==> src/rtl/ilas_rx_monitor.sv <==
module ilas_rx_monitor #(
  parameter int ILAS_MF = 4,
  parameter int MF_W    = 8
) (
  input  logic            clk,
  input  logic            rst_n,
  input  logic [31:0]     in_data,
  input  logic [3:0]      in_ctrl,
  input  logic            in_valid,
  input  logic [MF_W-1:0] mf_len,
  input  logic            clr_err,
  output logic            sync_n,
  output logic            lane_aligned,
  output logic [3:0]      somf,
  output logic            err,
  output logic [31:0]     cfg0,
  output logic [31:0]     cfg1,
  output logic [31:0]     cfg2,
  output logic [31:0]     cfg3
);
  localparam int MI_W = (ILAS_MF > 1) ? $clog2(ILAS_MF) : 1;
  localparam logic [7:0] CH_K = 8'hBC;
  localparam logic [7:0] CH_A = 8'h7C;
  localparam logic [7:0] CH_Q = 8'h9C;

  typedef enum logic [1:0] {S_CGS, S_ILAS, S_DATA} st_t;

  st_t            st_q, st_n;
  logic [MF_W-1:0] pos_q, pos_n;
  logic [MI_W-1:0] mfi_q, mfi_n;
  logic            seen_q, seen_n, al_n, err_n;
  logic [3:0]      som_n;
  logic [7:0]      cfg_q [14];
  logic [7:0]      cfg_n [14];
  logic [7:0]      oc;
  logic            kc, last, is_a;
  logic [3:0]      ci;

  always_comb begin
    st_n   = st_q;
    pos_n  = pos_q;
    mfi_n  = mfi_q;
    seen_n = seen_q;
    al_n   = lane_aligned;
    cfg_n  = cfg_q;
    som_n  = '0;
    err_n  = err & ~clr_err;
    oc = '0; kc = 1'b0; last = 1'b0; is_a = 1'b0; ci = '0;
    if (in_valid) begin
      for (int i = 0; i < 4; i++) begin
        oc   = in_data[8*i +: 8];
        kc   = in_ctrl[i];
        last = (pos_n == mf_len - 1'b1);
        is_a = kc && (oc == CH_A);
        ci   = 4'(pos_n - MF_W'(2));
        case (st_n)
          S_CGS: begin
            if (kc && oc == CH_K) seen_n = 1'b1;
            else if (seen_n) begin
              st_n  = S_ILAS;
              pos_n = MF_W'(1);
              mfi_n = '0;
            end
          end
          S_ILAS: begin
            if (is_a != last) err_n = 1'b1;
            if (mfi_n == MI_W'(1) && pos_n == MF_W'(1) && !(kc && oc == CH_Q))
              err_n = 1'b1;
            if (mfi_n == MI_W'(1) && pos_n >= MF_W'(2) && pos_n <= MF_W'(15))
              cfg_n[ci] = oc;
            if (last) begin
              pos_n = '0;
              if (mfi_n == MI_W'(ILAS_MF - 1)) begin
                st_n = S_DATA;
                al_n = 1'b1;
              end else mfi_n = mfi_n + 1'b1;
            end else pos_n = pos_n + 1'b1;
          end
          default: begin
            if (pos_n == '0) som_n[i] = 1'b1;
            pos_n = last ? '0 : pos_n + 1'b1;
          end
        endcase
      end
    end
  end

  always_ff @(posedge clk) begin
    if (!rst_n) begin
      st_q <= S_CGS; pos_q <= '0; mfi_q <= '0; seen_q <= 1'b0;
      lane_aligned <= 1'b0; somf <= '0; err <= 1'b0;
      for (int j = 0; j < 14; j++) cfg_q[j] <= '0;
    end else begin
      st_q <= st_n; pos_q <= pos_n; mfi_q <= mfi_n; seen_q <= seen_n;
      lane_aligned <= al_n; somf <= som_n; err <= err_n;
      cfg_q <= cfg_n;
    end
  end

  assign sync_n = (st_q != S_CGS);
  assign cfg0 = {cfg_q[3],  cfg_q[2],  cfg_q[1], cfg_q[0]};
  assign cfg1 = {cfg_q[7],  cfg_q[6],  cfg_q[5], cfg_q[4]};
  assign cfg2 = {cfg_q[11], cfg_q[10], cfg_q[9], cfg_q[8]};
  assign cfg3 = {16'h0000,  cfg_q[13], cfg_q[12]};

  AST_ALIGN_NEEDS_SYNC: assert property (@(posedge clk) disable iff (!rst_n)
    lane_aligned |-> sync_n);
  AST_ALIGN_STICKY: assert property (@(posedge clk) disable iff (!rst_n)
    lane_aligned |=> lane_aligned);
  AST_SOMF_AFTER_ALIGN: assert property (@(posedge clk) disable iff (!rst_n)
    (somf != 4'b0) |-> lane_aligned);
  AST_SOMF_ONE_PER_WORD: assert property (@(posedge clk) disable iff (!rst_n)
    $onehot0(somf));
  AST_ERR_STICKY: assert property (@(posedge clk) disable iff (!rst_n)
    (err && !clr_err) |=> err);
  AST_ERR_CLEAR: assert property (@(posedge clk) disable iff (!rst_n)
    (clr_err && !in_valid) |=> !err);
  AST_IDLE_HOLD: assert property (@(posedge clk) disable iff (!rst_n)
    (!in_valid && !clr_err) |=> (somf == 4'b0) && $stable(sync_n) &&
      $stable(lane_aligned) && $stable(err) && $stable(cfg0) && $stable(cfg3));
endmodule

==> config.mk <==
export PLATFORM = sky130hd
export DESIGN_NAME = ilas_rx_monitor
export DESIGN_NICKNAME = d
export VERILOG_FILES = /design/src/rtl/ilas_rx_monitor.sv
export SDC_FILE = /design/constraint.sdc
export NUM_CORES = 1
export LEC_CHECK = 0
export BUFFER_PORTS_ARGS = -buffer_cell sky130_fd_sc_hd__buf_4
export CORE_ASPECT_RATIO = 1.25
export CORE_MARGIN = 5
export CORE_UTILIZATION = 60
export CTS_CLUSTER_DIAMETER = 40
export CTS_CLUSTER_SIZE = 8
export DETAILED_ROUTE_END_ITERATION = 8
export PLACE_DENSITY_LB_ADDON = 0.15
export SYNTH_ARGS = -nofsm -noshare
export SYNTH_HDL_FRONTEND = slang
export SYNTH_SLANG_ARGS = --single-unit
export TNS_END_PERCENT = 20
==> constraint.sdc <==
create_clock -name clk -period 8.6 [get_ports clk]
set_input_delay 0.86 -clock clk [delete_from_list [all_inputs] [get_ports clk]]
set_output_delay 0.86 -clock clk [all_outputs]
set_load 0.03 [all_outputs]
# [Yosys cells after proc, flatten, opt, wreduce, memory -nomap -nowiden]
# Index checks and enable logic that the tools add are counted.
# Widths: inputs -> output; s select.
[classes] eq_ne=36 div=0 addsub=13 mul=0 n_reduce_logical=49 shift=0 bitwise_logic=8 n_lt_le_gt_ge=16 mux=128
[ops] cell="$mux 112" n=11
[ops] cell="$bwmux 112" n=4
[ops] cell="$mux 8" n=23
[ops] cell="$demux 8 s4" n=4
[ops] cell="$mux 2" n=38
[ops] cell="$eq 8x8->1 const B" n=8
[ops] cell="$mux 1" n=40
[ops] cell="$add 8x1->8 const B" n=4
[ops] cell="$eq 8x1->1 const B" n=4
[ops] cell="$eq 8x7->1 const B" n=4
[ops] cell="$eq 8x8->1" n=4
[ops] cell="$ge 8x2->1 const B" n=4
[ops] cell="$le 8x4->1 const B" n=4
[ops] cell="$logic_and 1x1->1" n=32
[ops] cell="$logic_not 8->1" n=4
[ops] cell="$pmux 2 s2" n=8
[ops] cell="$ge 5x5->1 const B" n=4
[ops] cell="$lt 5x1->1 const B" n=4
[ops] cell="$not 4->5" n=4
[ops] cell="$eq 2x1->1 const B" n=8
[ops] cell="$reduce_or 4->1" n=4
[ops] cell="$sub 4x2->4 const B" n=4
[ops] cell="$add 2x1->2 const B" n=4
[ops] cell="$eq 2x2->1 const B" n=4
[ops] cell="7 further kinds" n=18
[word_totals] latchBits=0 out_inout_bits=135 register_bits=131 n_memories=0 romBits=0 wordCells=274 ram_bits=0 inputBits=48

# [Depth between registers and ports, before layout]
[depth] word_depth=22 depth_mapped=30 ltp_nobuf=24

# [Worst setup path after synthesis]
# OpenSTA, ideal clock, no wires.
[synth_timing] path_type="input to register" start="in mf_len[0]" end="reg cfg_q, in the netlist cfg3[0]" arrival_time_ns=6.803 setup_ns=0.137 setup_slack_ns=1.660 n_path_buf=3 cell_stages=24 required_time_ns=8.463 cell_sequence="clkbuf_1 -> inv_1 -> ha_1 -> nor3b_1 -> xnor3_1 -> nand3_1 -> nor2_1 -> o21ai_0 -> ha_1 -> o211ai_4 -> a211oi_1 -> xor2_1 -> o21ai_2 -> xnor2_1 -> nand2_2 -> or4_4 -> a31oi_1 -> ha_1 -> buf_1 -> nand2b_1 -> nor2_1 -> and2_1 -> buf_2 -> o311ai_1"
[synth_via] elab_chain_cells=22 word_cells_on_any_way=107 cone_classes="add/sub (8); order compare (12); eq/ne (11); mux (62); bitwise (3); reduce/logical (11)"
[synth_lines] item="start: declaration" line_no="10" source="input logic [MF_W-1:0] mf_len,"
[synth_lines] item="$sub 8x1->8 (*)" line_no="53" source="last = (pos_n == mf_len - 1'b1);"
[synth_lines] item="$eq 8x8->1" line_no="53"
[synth_lines] item="$mux 8 / $mux 2 (equally long branches)" line_no="71, 81"
[synth_lines] item="$mux 8 / $pmux 2 s2 (equally long branches)"
[synth_lines] item="$mux 8 / $mux 2 (equally long branches)" line_no="49" source="if (in_valid) begin"
[synth_lines] item="$add 8x1->8 (tied with other cells)" line_no="77, 81"
[synth_lines] item="$mux 8 (tied with other cells)" line_no="71, 81"
[synth_lines] item="$mux 8 (tied with other cells)"
[synth_lines] item="[6 not listed]"
[synth_lines] item="$not 4->5 (implied by the code) (tied with other cells)" line_no="70" source="cfg_n[ci] = oc;"
[synth_lines] item="$ge 5x5->1 (implied by the code) (tied with other cells)" line_no="70"
[synth_lines] item="$logic_and 1x1->1 (implied by the code) / $mux 112 (equally long branches)" line_no="70, 69"
[synth_lines] item="$mux 8 (implied by the code) / $mux 112 (equally long branches)" line_no="70, 56"
[synth_lines] item="$demux 8 s4 / $mux 112 (equally long branches)" line_no="70, 49"
[synth_lines] item="$bwmux 112" line_no="70"
[synth_lines] item="$mux 112" line_no="69" source="if (mfi_n == MI_W'(1) && pos_n >= MF_W'(2) && pos_n <= MF_W'(15))"
[synth_lines] item="$mux 112 (*)" line_no="56" source="case (st_n)"
[synth_lines] item="end signal: assignment" line_no="96" source="cfg_q <= cfg_n;"
[synth_lines] item="end: declaration" line_no="33" source="logic [7:0] cfg_q [14];"
# Every way passes the cells marked *; elsewhere a longest branch is shown, timed or not. The select of a mux whose other input is x is not followed.
# A chain may end at the register's enable or synchronous reset.

# [Worst setup path after layout]
[layout_timing] start="in mf_len[0]" end="reg cfg_q, in the netlist cfg3[14]"
# The elaborated chain is that of the path after synthesis.

==> flow_metrics.py <==
metrics = {
    "detailed_routing": {
        "dr.max_layer_used": "met4",
        "met2_length_um": 27200,
        "drt-vias-per-instance": 7.46,
        "wl_met3_um": 8020,
        "wl_um": 63600,
        "drtIter0Drc": 2426,
        "drt_pre_antenna_iters": 8,
        "m1WireLength_um": 21300,
        "vias": 16700,
        "ant_nets": 0,
        "wl_per_cell_um": 28.4,
        "post-route-drc-count": 0,
    },
    "synthesis": {
        "yosys-top-cells-area": "dfxtp_1, mux2i_1, nand3b_1",
        "syn-instance-count": 1885,
        "ys_async_sr_fraction_pct": 0,
        "synth_most_common_cell": "mux2i_1",
        "ys_ff_latch": 131,
        "synth_flop_cell": "dfxtp_1",
        "yosysWarnings": 0,
        "ys_types": 105,
        "synthMuxAreaShare_pct": 15.2,
        "yosysSeqAreaShare_pct": 18.3,
        "synthesis.area_um2": 14400,
        "synth_compound_area_share_pct": 25.4,
        "synth-simple-area-share_pct": 28.6,
        "syn_avg_cell_area_um2": 7.62,
        "synth_edf_count": 0,
        "yosysTopAreaCell": "dfxtp_1",
        "synth_xor_area_share_pct": 3.14,
        "synth-adder-area-share_pct": 2.00,
        "synth_top_family_by_area": "simple AND/OR/NAND/NOR gates",
        "synthTopCellsByCount": "mux2i_1, nand2_1, o21ai_0",
        "synth.top_cell.area_share_pct": 18.3,
    },
    "clock_tree": {
        "cts_resized": 0,
        "cts_made_buffers": 17,
        "clock_path_buffers": 2,
        "clkSinkCount": 131,
        "clock_latency_ns": 0.44,
        "cts-root-buf": "clkbuf_16",
        "holdBufCountCts": 0,
        "post_cts_buffers": 0,
        "cts_tree": "yes",
        "path_clk_slew_ns": 0.06,
        "htree_levels": 4,
    },
    "timing": {
        "fin_skew_ns": 0.0112,
        "slew_violations": 0,
        "relSlewSlack_pct": 16.4,
        "setup_viol": 0,
        "max_freq_mhz": 132,
        "rsz0062_at_grt": "no",
        "period_share_pct": 88.1,
        "final_hold_viol_count": 0,
        "worst_slew_pin_slew_ns": 1.25,
        "min_period_ns": 7.58,
        "setup_tns_ns": 0,
    },
    "critical_path": {
        "r2r-end": "cfg3[14]",
        "startpoint_type": "primary input",
        "crit_required_ns": 8.87,
        "critPathArrivalTime_ns": 7.85,
        "critPathCaptureType": "flop",
        "r2r-start": "pos_q[3]",
        "path_max_fanout": 14,
        "r2r_setup_slack_ns": 1.34,
        "r2r_cells": 22,
        "critPathKind": "primary input to flop",
    },
    "global_route": {
        "first_global_vias": 15900,
        "track_usage_pct": 44.8,
        "grt_max_degree": 116,
        "antenna_found_initial": 0,
        "grt_pass1_wl_um": 95100,
        "grt_overflow": 0,
    },
    "final_layout": {
        "drive_gt1_share_pct": 16.8,
        "fill_cells": 2055,
        "regArea_um2": 2620,
        "synthToLayoutAreaGrowth_pct": 11.9,
        "multi_input_area_um2": 10800,
        "diodes": 0,
        "fin_nets": 2005,
    },
    "floorplanning": {
        "rows": 63,
        "ios": 183,
        "initial_core_util_pct": 60.8,
        "die_area_um2": 27200,
        "core_area_um2": 23600,
        "die_h_um": 183,
        "die_w_um": 148,
    },
    "power": {
        "p_total_mw": 2.29,
        "vdd_ir_drop_max_uv": 147,
        "powerDensity_nw_per_um2": 143,
        "p_leak_nw": 6.36,
    },
    "hold_path": {
        "hold_path.class": "flop to flop",
        "hold_depth": 2,
        "hold_start": "cfg2[4]",
        "holdPathEnd": "cfg2[4]",
    },
    "placed_design": {
        "hpwl_um": 42600,
        "gp_congestion": 1.07,
        "port_buffers": 166,
    },
    "outcome": {
        "outcome": "completed",
    },
    "flow_run": {
        "drv_cap": 0,
    },
}
## final cells by class
| class | instances | share of cell area [%] |
|---|---|---|
| Clock inverter | 10 | 0.677 |
| Timing Repair Buffer | 216 | 10.2 |
| Sequential cell | 131 | 16.3 |
| Inverter | 30 | 0.701 |
| Tap cell | 292 | 2.27 |
| Multi-Input combinational cell | 1538 | 67.1 |
| Clock buffer | 21 | 2.80 |
## state kept, by name, summed over array words and instances, names as in the netlist
signal	count
cfg0	32
seen_q	1
pos_q	8
cfg3	16
st_q	2
cfg2	32
mfi_q	2
cfg1	32
err	1
lane_aligned	1
somf	4
## power by group
group	leakage (nW)	internal, mW	switching [mW]	total (mW)
Sequential	1.06	0.613	0.0161	0.629
Clock	0.273	0.431	0.300	0.730
Combinational	5.03	0.262	0.671	0.933
## cells by family after synthesis
group | after synthesis
AO/OA/AOI/OAI | 491
XOR/XNOR | 47
adder cells (fa/ha/maj) | 23
buffers and inverters | 231
flip-flops | 131
multiplexers | 218
other | 1
AND/OR/NAND/NOR | 743
## metrics by stage
step           setup slack, ns  utilization [%]  std cells  cell area (µm²)  hold slack (ns)
3_3_place_gp              1.13             65.6       2207            15500            0.504
6_report                  1.02             68.0       2238            16100            0.524
3_5_place_dp             0.787             65.6       2207            15500            0.507
2_1_floorplan             1.66                -       1900            14400            0.557
4_1_cts                   1.17             68.0       2238            16100            0.523
5_1_grt                  0.641             68.0       2238            16100            0.554
## layer usage
layer	vias to the layer above	global-route usage, %
met5	-	0
met4	0	38.3
met3	499	10.4
met2	1381	69.1
met1	7621	52.4
li1	7199	-
## worst max-delay path, cell delays in order
cell,delay (ns)
buf_4,0.17
inv_1,0.22
ha_1,0.26
nor3b_1,0.46
xnor3_1,0.35
nand3_1,0.10
buf_4,0.16
nor2_1,0.06
o21ai_0,0.53
ha_1,0.33
o211ai_4,0.12
a211oi_1,0.41
xor2_1,0.27
o21ai_2,0.16
xnor2_1,0.35
nand2_2,0.18
or4_4,0.60
a31oi_1,0.35
ha_1,0.42
nand2b_1,0.26
nor2_1,0.56
and2_0,0.47
o311ai_1,0.17
## cell usage in the layout, fill, tap and decap left out, types with 53 or more instances in the layout
master	instances
buf_4	215
nand2_1	182
nand3_1	140
o21ai_0	151
dfxtp_1	131
nand3b_1	113
o311ai_1	87
a21oi_1	53
nor2_1	98
mux2i_1	218
## how the worst max path moves through the flow
| stage | startpoint | end |
|---|---|---|
| CTS | mf_len[0] | cfg3[14] |
| global route | mf_len[0] | cfg3[14] |
| finish | mf_len[0] | cfg3[14] |
| floorplan | mf_len[0] | cfg3[0] |
| detailed placement | mf_len[0] | cfg3[14] |
| global placement | mf_len[0] | cfg1[28] |
Note: power is estimated with default switching activity, not from simulation.
